`src/rtl/txr_pkg.sv`:
```
package txr_pkg;
  localparam int WORD_W    = 32;
  localparam int LANES     = WORD_W / 8;
  localparam int LANE_BITS = $clog2(LANES);
  localparam int LEN_W     = 16;

  localparam int FLG_READY = 15;
  localparam int FLG_WRAP  = 13;
  localparam int FLG_LAST  = 11;

  localparam logic [1:0] SEL_CTRL = 2'd0;
  localparam logic [1:0] SEL_RING = 2'd1;
  localparam logic [1:0] SEL_KICK = 2'd2;
  localparam int CTRL_EN_BIT = 1;

  typedef enum logic [2:0] {
    ST_IDLE,
    ST_HDR,
    ST_ADR,
    ST_BUFRD,
    ST_BEAT,
    ST_WBACK
  } walk_state_t;
endpackage

```
`src/rtl/txr_regs.sv`:
```
module txr_regs
  import txr_pkg::*;
#(
  parameter int ADDR_W = 32
) (
  input  logic              clk,
  input  logic              rst,
  input  logic              wr_en,
  input  logic [1:0]        wr_sel,
  input  logic [WORD_W-1:0] wr_data,
  input  logic              busy,
  output logic [ADDR_W-1:0] ring_base,
  output logic              base_load,
  output logic              kick
);
  logic enable_q;
  logic unused_bit0;

  assign unused_bit0 = wr_data[0];

  always_ff @(posedge clk) begin
    if (rst) begin
      enable_q  <= 1'b0;
      ring_base <= '0;
      base_load <= 1'b0;
      kick      <= 1'b0;
    end else begin
      base_load <= 1'b0;
      kick      <= 1'b0;
      if (wr_en) begin
        case (wr_sel)
          SEL_CTRL: enable_q <= wr_data[CTRL_EN_BIT];
          SEL_RING: if (!busy) begin
            ring_base <= {wr_data[ADDR_W-1:2], 2'b00};
            base_load <= 1'b1;
          end
          SEL_KICK: if (enable_q && !busy) kick <= 1'b1;
          default: ;
        endcase
      end
    end
  end
endmodule

```
`src/rtl/txr_lane_sel.sv`:
```
module txr_lane_sel
  import txr_pkg::*;
(
  input  logic [WORD_W-1:0]    word,
  input  logic [LANE_BITS-1:0] lane,
  output logic [7:0]           byte_o
);
  logic [7:0] lanes [LANES];

  for (genvar g = 0; g < LANES; g++) begin : g_lane
    assign lanes[g] = word[WORD_W-1-8*g -: 8];
  end

  assign byte_o = lanes[lane];
endmodule

```
`src/rtl/txr_walker.sv`:
```
module txr_walker
  import txr_pkg::*;
#(
  parameter int ADDR_W    = 32,
  parameter int MAX_FRAME = 2032,
  parameter int MAX_DESC  = 1024
) (
  input  logic                 clk,
  input  logic                 rst,
  input  logic [ADDR_W-1:0]    ring_base,
  input  logic                 base_load,
  input  logic                 kick,
  output logic                 busy,
  output logic                 mem_req,
  output logic                 mem_we,
  output logic [ADDR_W-1:0]    mem_addr,
  output logic [WORD_W-1:0]    mem_wdata,
  input  logic [WORD_W-1:0]    mem_rdata,
  input  logic                 mem_ack,
  output logic [WORD_W-1:0]    word_q,
  output logic [LANE_BITS-1:0] lane,
  output logic                 beat_valid,
  input  logic                 beat_ready,
  output logic                 beat_last,
  output logic                 ev_buf,
  output logic                 ev_frame,
  output logic                 ev_babble
);
  localparam int FRM_W = $clog2(MAX_FRAME + 1);
  localparam int CNT_W = $clog2(MAX_DESC + 1);

  walk_state_t       state;
  logic [ADDR_W-1:0] cur_ptr;
  logic [ADDR_W-1:0] bptr;
  logic [LEN_W-1:0]  flags_q;
  logic [LEN_W-1:0]  len_q;
  logic [LEN_W-1:0]  remain;
  logic [FRM_W-1:0]  frame_cnt;
  logic [CNT_W-1:0]  desc_cnt;
  logic              trunc_q;

  logic [LEN_W-1:0]  room;
  logic              over;
  logic [LEN_W-1:0]  eff_len;

  assign room    = LEN_W'(MAX_FRAME) - LEN_W'(frame_cnt);
  assign over    = len_q > room;
  assign eff_len = over ? room : len_q;

  always_ff @(posedge clk) begin
    if (rst) begin
      state     <= ST_IDLE;
      cur_ptr   <= '0;
      bptr      <= '0;
      flags_q   <= '0;
      len_q     <= '0;
      remain    <= '0;
      frame_cnt <= '0;
      desc_cnt  <= '0;
      trunc_q   <= 1'b0;
      word_q    <= '0;
      ev_buf    <= 1'b0;
      ev_frame  <= 1'b0;
      ev_babble <= 1'b0;
    end else begin
      ev_buf    <= 1'b0;
      ev_frame  <= 1'b0;
      ev_babble <= 1'b0;
      case (state)
        ST_IDLE: begin
          if (base_load) cur_ptr <= ring_base;
          if (kick) begin
            state     <= ST_HDR;
            desc_cnt  <= '0;
            frame_cnt <= '0;
          end
        end
        ST_HDR: if (mem_ack) begin
          flags_q <= mem_rdata[WORD_W-1:LEN_W];
          len_q   <= mem_rdata[LEN_W-1:0];
          state   <= mem_rdata[LEN_W+FLG_READY] ? ST_ADR : ST_IDLE;
        end
        ST_ADR: if (mem_ack) begin
          bptr    <= mem_rdata[ADDR_W-1:0];
          trunc_q <= over;
          remain  <= eff_len;
          state   <= (eff_len == '0) ? ST_WBACK : ST_BUFRD;
        end
        ST_BUFRD: if (mem_ack) begin
          word_q <= mem_rdata;
          state  <= ST_BEAT;
        end
        ST_BEAT: if (beat_ready) begin
          bptr      <= bptr + ADDR_W'(1);
          remain    <= remain - LEN_W'(1);
          frame_cnt <= frame_cnt + FRM_W'(1);
          if (remain == LEN_W'(1))            state <= ST_WBACK;
          else if (&bptr[LANE_BITS-1:0])      state <= ST_BUFRD;
        end
        ST_WBACK: if (mem_ack) begin
          ev_buf    <= 1'b1;
          ev_frame  <= flags_q[FLG_LAST];
          ev_babble <= trunc_q;
          if (flags_q[FLG_LAST]) frame_cnt <= '0;
          cur_ptr  <= flags_q[FLG_WRAP] ? ring_base : cur_ptr + ADDR_W'(8);
          desc_cnt <= desc_cnt + CNT_W'(1);
          state    <= (desc_cnt == CNT_W'(MAX_DESC - 1)) ? ST_IDLE : ST_HDR;
        end
        default: state <= ST_IDLE;
      endcase
    end
  end

  always_comb begin
    mem_req  = 1'b0;
    mem_we   = 1'b0;
    mem_addr = cur_ptr;
    case (state)
      ST_HDR:   mem_req = 1'b1;
      ST_ADR: begin
        mem_req  = 1'b1;
        mem_addr = cur_ptr + ADDR_W'(4);
      end
      ST_BUFRD: begin
        mem_req  = 1'b1;
        mem_addr = {bptr[ADDR_W-1:LANE_BITS], LANE_BITS'(0)};
      end
      ST_WBACK: begin
        mem_req = 1'b1;
        mem_we  = 1'b1;
      end
      default: ;
    endcase
  end

  assign mem_wdata  = {flags_q & ~(LEN_W'(1) << FLG_READY), len_q};
  assign busy       = (state != ST_IDLE);
  assign beat_valid = (state == ST_BEAT);
  assign beat_last  = flags_q[FLG_LAST] && (remain == LEN_W'(1));
  assign lane       = bptr[LANE_BITS-1:0];
endmodule

```
`src/rtl/txring_engine.sv`:
```
module txring_engine
  import txr_pkg::*;
#(
  parameter int ADDR_W    = 32,
  parameter int MAX_FRAME = 2032,
  parameter int MAX_DESC  = 1024
) (
  input  logic              clk,
  input  logic              rst,
  input  logic              reg_wr,
  input  logic [1:0]        reg_sel,
  input  logic [31:0]       reg_wdata,
  output logic              busy,
  output logic              mem_req,
  output logic              mem_we,
  output logic [ADDR_W-1:0] mem_addr,
  output logic [31:0]       mem_wdata,
  input  logic [31:0]       mem_rdata,
  input  logic              mem_ack,
  output logic [7:0]        tx_tdata,
  output logic              tx_tvalid,
  input  logic              tx_tready,
  output logic              tx_tlast,
  output logic              ev_tx_buf,
  output logic              ev_tx_frame,
  output logic              ev_babble
);
  logic [ADDR_W-1:0]    ring_base;
  logic                 base_load;
  logic                 kick;
  logic [WORD_W-1:0]    word_q;
  logic [LANE_BITS-1:0] lane;

  txr_regs #(.ADDR_W(ADDR_W)) u_regs (
    .clk       (clk),
    .rst       (rst),
    .wr_en     (reg_wr),
    .wr_sel    (reg_sel),
    .wr_data   (reg_wdata),
    .busy      (busy),
    .ring_base (ring_base),
    .base_load (base_load),
    .kick      (kick)
  );

  txr_walker #(
    .ADDR_W    (ADDR_W),
    .MAX_FRAME (MAX_FRAME),
    .MAX_DESC  (MAX_DESC)
  ) u_walker (
    .clk        (clk),
    .rst        (rst),
    .ring_base  (ring_base),
    .base_load  (base_load),
    .kick       (kick),
    .busy       (busy),
    .mem_req    (mem_req),
    .mem_we     (mem_we),
    .mem_addr   (mem_addr),
    .mem_wdata  (mem_wdata),
    .mem_rdata  (mem_rdata),
    .mem_ack    (mem_ack),
    .word_q     (word_q),
    .lane       (lane),
    .beat_valid (tx_tvalid),
    .beat_ready (tx_tready),
    .beat_last  (tx_tlast),
    .ev_buf     (ev_tx_buf),
    .ev_frame   (ev_tx_frame),
    .ev_babble  (ev_babble)
  );

  txr_lane_sel u_lane (
    .word   (word_q),
    .lane   (lane),
    .byte_o (tx_tdata)
  );
endmodule

```
`config.mk`:
```
export PLATFORM = sky130hd
export DESIGN_NAME = txring_engine
export DESIGN_NICKNAME = d
export VERILOG_FILES = /design/src/rtl/txr_pkg.sv /design/src/rtl/txr_regs.sv /design/src/rtl/txr_lane_sel.sv /design/src/rtl/txr_walker.sv /design/src/rtl/txring_engine.sv
export SDC_FILE = /design/constraint.sdc
export NUM_CORES = 1
export LEC_CHECK = 0
export BUFFER_PORTS_ARGS = -buffer_cell sky130_fd_sc_hd__buf_2
export CAP_MARGIN = 20
export CORE_MARGIN = 3
export CORE_UTILIZATION = 48
export CTS_CLUSTER_SIZE = 24
export DETAILED_ROUTE_END_ITERATION = 10
export MAX_ROUTING_LAYER = met4
export PLACE_DENSITY_LB_ADDON = 0.2
export RECOVER_POWER = 100
export SYNTH_ARGS = -nofsm -noshare
export SYNTH_HDL_FRONTEND = slang
export SYNTH_SLANG_ARGS = --single-unit
```
`constraint.sdc`:
```
create_clock -name clk -period 7.8 [get_ports clk]
set_input_delay 2.34 -clock clk [delete_from_list [all_inputs] [get_ports clk]]
set_output_delay 2.34 -clock clk [all_outputs]
set_load 0.01 [all_outputs]
```
Word level (Yosys, flattened, before mapping) --
Cells that the tools add are included.
Operators by class: add/sub/neg operators 7, order comparisons 2, eq/ne operators 18, muxes and demuxes 39, bitwise operators 7, reduce and logical (&&, ||, !) cells 26
Operators by type and width (number):
- one-hot mux 32 bit (2 select lines) | 3
- two-way mux 32 bit | 5
- two-way mux 11 bit | 5
- two-way mux 16 bit | 3
- one-hot mux 11 bit (3 select lines) | 1
- adder 32 x 1 -> 32 bit (second input constant) | 1
- adder 32 x 3 -> 32 bit (second input constant) | 1
- adder 32 x 4 -> 32 bit (second input constant) | 1
- one-hot mux 16 bit (2 select lines) | 1
- two-way mux 3 bit | 9
- adder 11 x 1 -> 11 bit (second input constant) | 2
- one-hot mux 11 bit (2 select lines) | 1
- one-hot mux 3 bit (6 select lines) | 1
- binary-select mux 8 bit (select 2 bit) | 1
- == test 16 x 1 -> 1 bit (second input constant) | 1
- greater-than comparator 16 bit | 1
- zero test 16 bit | 1
- two-way mux 8 bit | 2
- subtractor 16 x 1 -> 16 bit (second input constant) | 1
- inequality test 2 bit (second input constant) | 6
- AND reduction 3 bit | 4
- subtractor 11 x 11 -> 12 bit (first input constant) | 1
- == test 11 x 10 -> 1 bit (second input constant) | 1
- AND reduction 2 bit | 5
- 23 further kinds | 41
Storage, ports and cells: register bits 205, input bits 71, output and inout port bits 80

Depth between registers and ports, before layout --
word-level depth 7, gate-level depth with buffers 14

Cells and area by module --
From an unflattened synthesis, not the netlist that was laid out.
Unflattened totals: cell total of the unflattened synthesis 1628, area, all modules 12316.8 sq um
By module, submodules not included:
- txr_walker | instances 1, cells each 1473, area each 10601.4 sq um
- txr_regs | instances 1, cells each 145, area each 1519.0 sq um
- txr_lane_sel | instances 1, cells each 10, area each 196.4 sq um

Worst setup path before layout --
OpenSTA, ideal clock, no wires.
path kind register to output, from register u_walker.cur_ptr[4], to output port mem_addr[27], data arrival time 2388 ps, path slack 3072 ps, stages on the path, launching flop included 6, path through dfxtp_1 -> ha_1 -> nand3_1 -> or4_4 -> or3_2 -> o311ai_0
On the way: cells in the longest elaborated chain, start to end 2
RTL lines:
- from (decl) | RTL line txr_walker.sv:33 | logic [ADDR_W-1:0] cur_ptr;
- from (signal assigned) | RTL line txr_walker.sv:71 | if (base_load) cur_ptr <= ring_base;
- from (signal assigned) | RTL line txr_walker.sv:105 | cur_ptr <= flags_q[FLG_WRAP] ? ring_base : cur_ptr + ADDR_W'(8);
- adder 32 x 3 -> 32 bit | RTL line txr_walker.sv:122 | mem_addr = cur_ptr + ADDR_W'(4);
- one-hot mux 32 bit (2 select lines) | RTL line txr_walker.sv:118 | case (state)
- to (decl) | RTL line txring_engine.sv:16 | output logic [ADDR_W-1:0] mem_addr,
Every way passes these cells.

Worst setup path after layout --
from register u_walker.cur_ptr[2], to output port mem_addr[22]
Same word-level chain as after synthesis.

==> impl_metrics.tcl <==
set metrics [dict create \
    synth_edf_count 0 \
    p_per_area_mw_per_mm2 201.7 \
    status "complete, but fails checks" \
    r2r-end "u_walker.remain[0]" \
    clock_latency_ns 0.53 \
    violations "capacitance limit, slew limit" \
    cts.path.max_buffers 3 \
    synth.largest_area_cell "dfxtp_1" \
    critPathRequiredTime_ns 5.46 \
    setup.worst_path.class "reg2out" \
    drv_cap 3 \
    power_leakage_nw 4.489 \
    yosysWarnings 0 \
    grt-ovfl-total 0 \
    report.final.slew_viol_count 145 \
    grt_pass1_vias 11110 \
    final_common_cell "nand2_1" \
    first_iter_violations 1206 \
    dp_slack_ns 2.572 \
    cp.buffers_inverters 2 \
    vias_per_cell 6.093 \
    cp-start-kind "register" \
    dr.pass1.iters 8 \
    finalClockSkew_ns 0.01097 \
    io_pins 151 \
    ant_nets 0 \
    grt_start_max_net_pins 92 \
    die_x_um 161.6 \
    max_freq_ghz 0.1564 \
    syn_area_mm2 0.01163 \
    crit_family "simple AND/OR/NAND/NOR gates" \
    async_reset_ff_frac 0 \
    clock-sinks 203 \
    synthTopCellsByArea "dfxtp_1 (35%), nand2_1 (10%), a21oi_1 (8.7%), nor2_1 (4.3%), o21ai_0 (4.1%)" \
    postSynthCellCount 1591 \
    synthDistinctLibCells 78 \
    track_usage 0.2883 \
    tritoncts "done" \
    dp_hpwl_mm 26.32 \
    syn_area_per_cell_um2 7.307 \
    layout_common_cells "nand2_1 (310), a21oi_1 (202), dfxtp_1 (202)" \
    arrival_ns 4.05 \
    setup_viol 0 \
    grt_pass1_wl_mm 60.08 \
    hold_depth 2 \
    htree_levels 1 \
    path_clk_slew_ns 0.06 \
    layout-drive-gt1-share 0.09714 \
    path_cells "clkbuf_1 -> ha_1 -> nand3_1 -> or4_2 -> nor3_1 -> nand2_1 -> o311ai_0 -> clkbuf_1" \
    path_max_fanout 16 \
    final_cell_count_no_fill 1997 \
    cts_resized 0 \
    cts_root_buf "clkbuf_16" \
    num_rows 56 \
    fillerInstances 2365 \
    rsz0062_at_grt "no" \
    placed_cells 1953 \
    relSlewSlack -1.045 \
    area_growth_pct 14.01 \
    antenna_found_initial 0 \
    nets 1755 \
    place_congestion 0.9223 \
    reg2reg_from "u_walker.frame_cnt[0]" \
    crit_path_max_incr_delay_ns 0.82 \
    routed_wl_mm 38.18 \
    postCtsSetupRepairBufs 0 \
    coreArea_mm2 0.02361 \
    io_buffers 146 \
    setup_slack_ns 1.407 \
    cts_hold_buf 0 \
    die_y_um 161.6 \
    r2r_slack_ns 3.53 \
    fin_crit_sh 0.8196 \
    cpMaxStageDelayCell "or4_2" \
    tightest_slew_ns 3.067 \
    die-area_mm2 0.02612 \
    whs_endpoint "u_walker.word_q[7]" \
    tns_ns 0 \
    ys.flop_type "dfxtp_1" \
    worst-r2r-cell-count 12 \
    synth-seq-cells 203 \
    whs_ns 0.4509 \
    vias 12170 \
    ir_drop_uv 165.4 \
    path_common_cell "clkbuf_1" \
    cp-end-kind "output port" \
    hold_violations 0 \
    fin_crit_ns 6.393 \
    wl_per_cell_um 19.12 \
    synth_top_area_share 0.3495 \
    initial_core_util 0.4924 \
    n_antenna_cell 0 \
    hold_path.class "reg2reg" \
    numCtsBuffers 24 \
    synth_seq_area_share 0.3495 \
    drcViolationCount 0 \
    min_from "u_walker.word_q[7]" \
]
## registers in the layout (all words and copies together), names as in the netlist, 3 cells and up
register / flops
u_walker.bptr: 32
u_walker.desc_cnt: 11
u_walker.remain: 16
u_walker.frame_cnt: 11
u_regs.ring_base: 30
u_walker.cur_ptr: 30
u_walker.state: 3
u_walker.flags_q: 15
u_walker.word_q: 32
u_walker.len_q: 16
## worst reg2reg max path, stage by stage, from the launching register on
cell and delay [ns]:
dfxtp_1 0.41, inv_1 0.16, ha_1 0.24, nor3b_1 0.54
nor3_1 0.18, xnor2_1 0.40, ha_1 0.32, and4_1 0.24
and2_1 0.17, a22o_1 0.23, o31ai_2 0.83, mux2i_1 0.35
o2bb2ai_1 0.14
## layout make-up
cell class                      instances  area [µm²]  share of cell area
Tap cell                              319       399.1             0.03011
Clock buffer                           35       721.9             0.05446
Multi-Input combinational cell       1236        6984              0.5269
Timing Repair Buffer                  167       773.2             0.05833
Inverter                               28       105.1            0.007929
Sequential cell                       203        4065              0.3067
Clock inverter                          9       206.4             0.01557
## cells by family after synthesis
group                      count (synthesis)  synth area share
and+or+nand+nor                          678            0.2700
buffers and inverters                    154           0.05273
muxes                                     15           0.02174
xor gates and xnor gates                  29           0.02185
AOI/OAI and AO/OA                        487            0.2580
other                                      1         0.0003225
DFF                                      203            0.3495
adders and majority gates                 24           0.02583
## cell usage after synthesis (5+ instances only)
master,instances
a22oi_1,25
a31oi_1,20
ha_1,24
o21a_1,6
nor4_1,22
xnor2_1,17
a22o_1,9
nor3_1,39
buf_4,5
a32o_1,8
a2bb2oi_1,7
dfxtp_1,203
xor2_1,12
or4_1,6
a311oi_1,7
nand2b_1,8
clkbuf_1,102
and3_1,16
a21o_1,13
nand2_1,310
nor2_1,132
mux4_2,8
and2_1,7
o41ai_1,5
o211ai_1,9
nand4_1,21
o22ai_1,11
nor2b_1,9
o221ai_1,5
nand3_1,63
and4_1,14
o31ai_1,13
mux2i_1,5
inv_1,27
nand3b_1,5
a21oi_1,203
o21ai_0,96
a211oi_1,14
buf_2,9
buf_1,8
## stage by stage
stage / instance area [µm²] / utilization / total power [mW]
after floorplan: 11630 / - / 1.286
after global placement: 12450 / 0.5271 / 1.391
after detailed placement: 12470 / 0.5280 / 1.396
after CTS: 13400 / 0.5673 / 2.693
after global routing: 13260 / 0.5614 / 2.753
final: 13260 / 0.5614 / 2.674
## worst max-delay path by stage
stage | start | endpoint | slack [ns] | cells past startpoint
final | u_walker.cur_ptr[2] | mem_addr[22] | 1.41 | 8
after global routing | u_walker.cur_ptr[2] | mem_addr[22] | 1.26 | 8
after CTS | u_walker.cur_ptr[2] | mem_addr[22] | 2.02 | 8
after detailed placement | u_walker.cur_ptr[2] | mem_addr[22] | 2.57 | 8
after global placement | u_walker.cur_ptr[2] | mem_addr[22] | 2.57 | 8
after floorplan | u_walker.cur_ptr[4] | mem_addr[27] | 3.07 | 5
## where the power goes
part | total, mW | switching [mW] | internal, mW
combinational | 0.287 | 0.194 | 0.0931
sequential | 1.09 | 0.0266 | 1.06
clock | 1.30 | 0.462 | 0.839
total | 2.67 | 0.682 | 1.99
## metal layers
layer  wire (µm)  vias to the layer above  GRT usage
met3        2717                       85    0.04258
met4        1262                        0    0.09461
li1            -                     5862          -
met5           0                        -          -
met1       16580                     5742     0.3862
met2       17620                      479     0.4509
(Power assumes the default switching activity.)
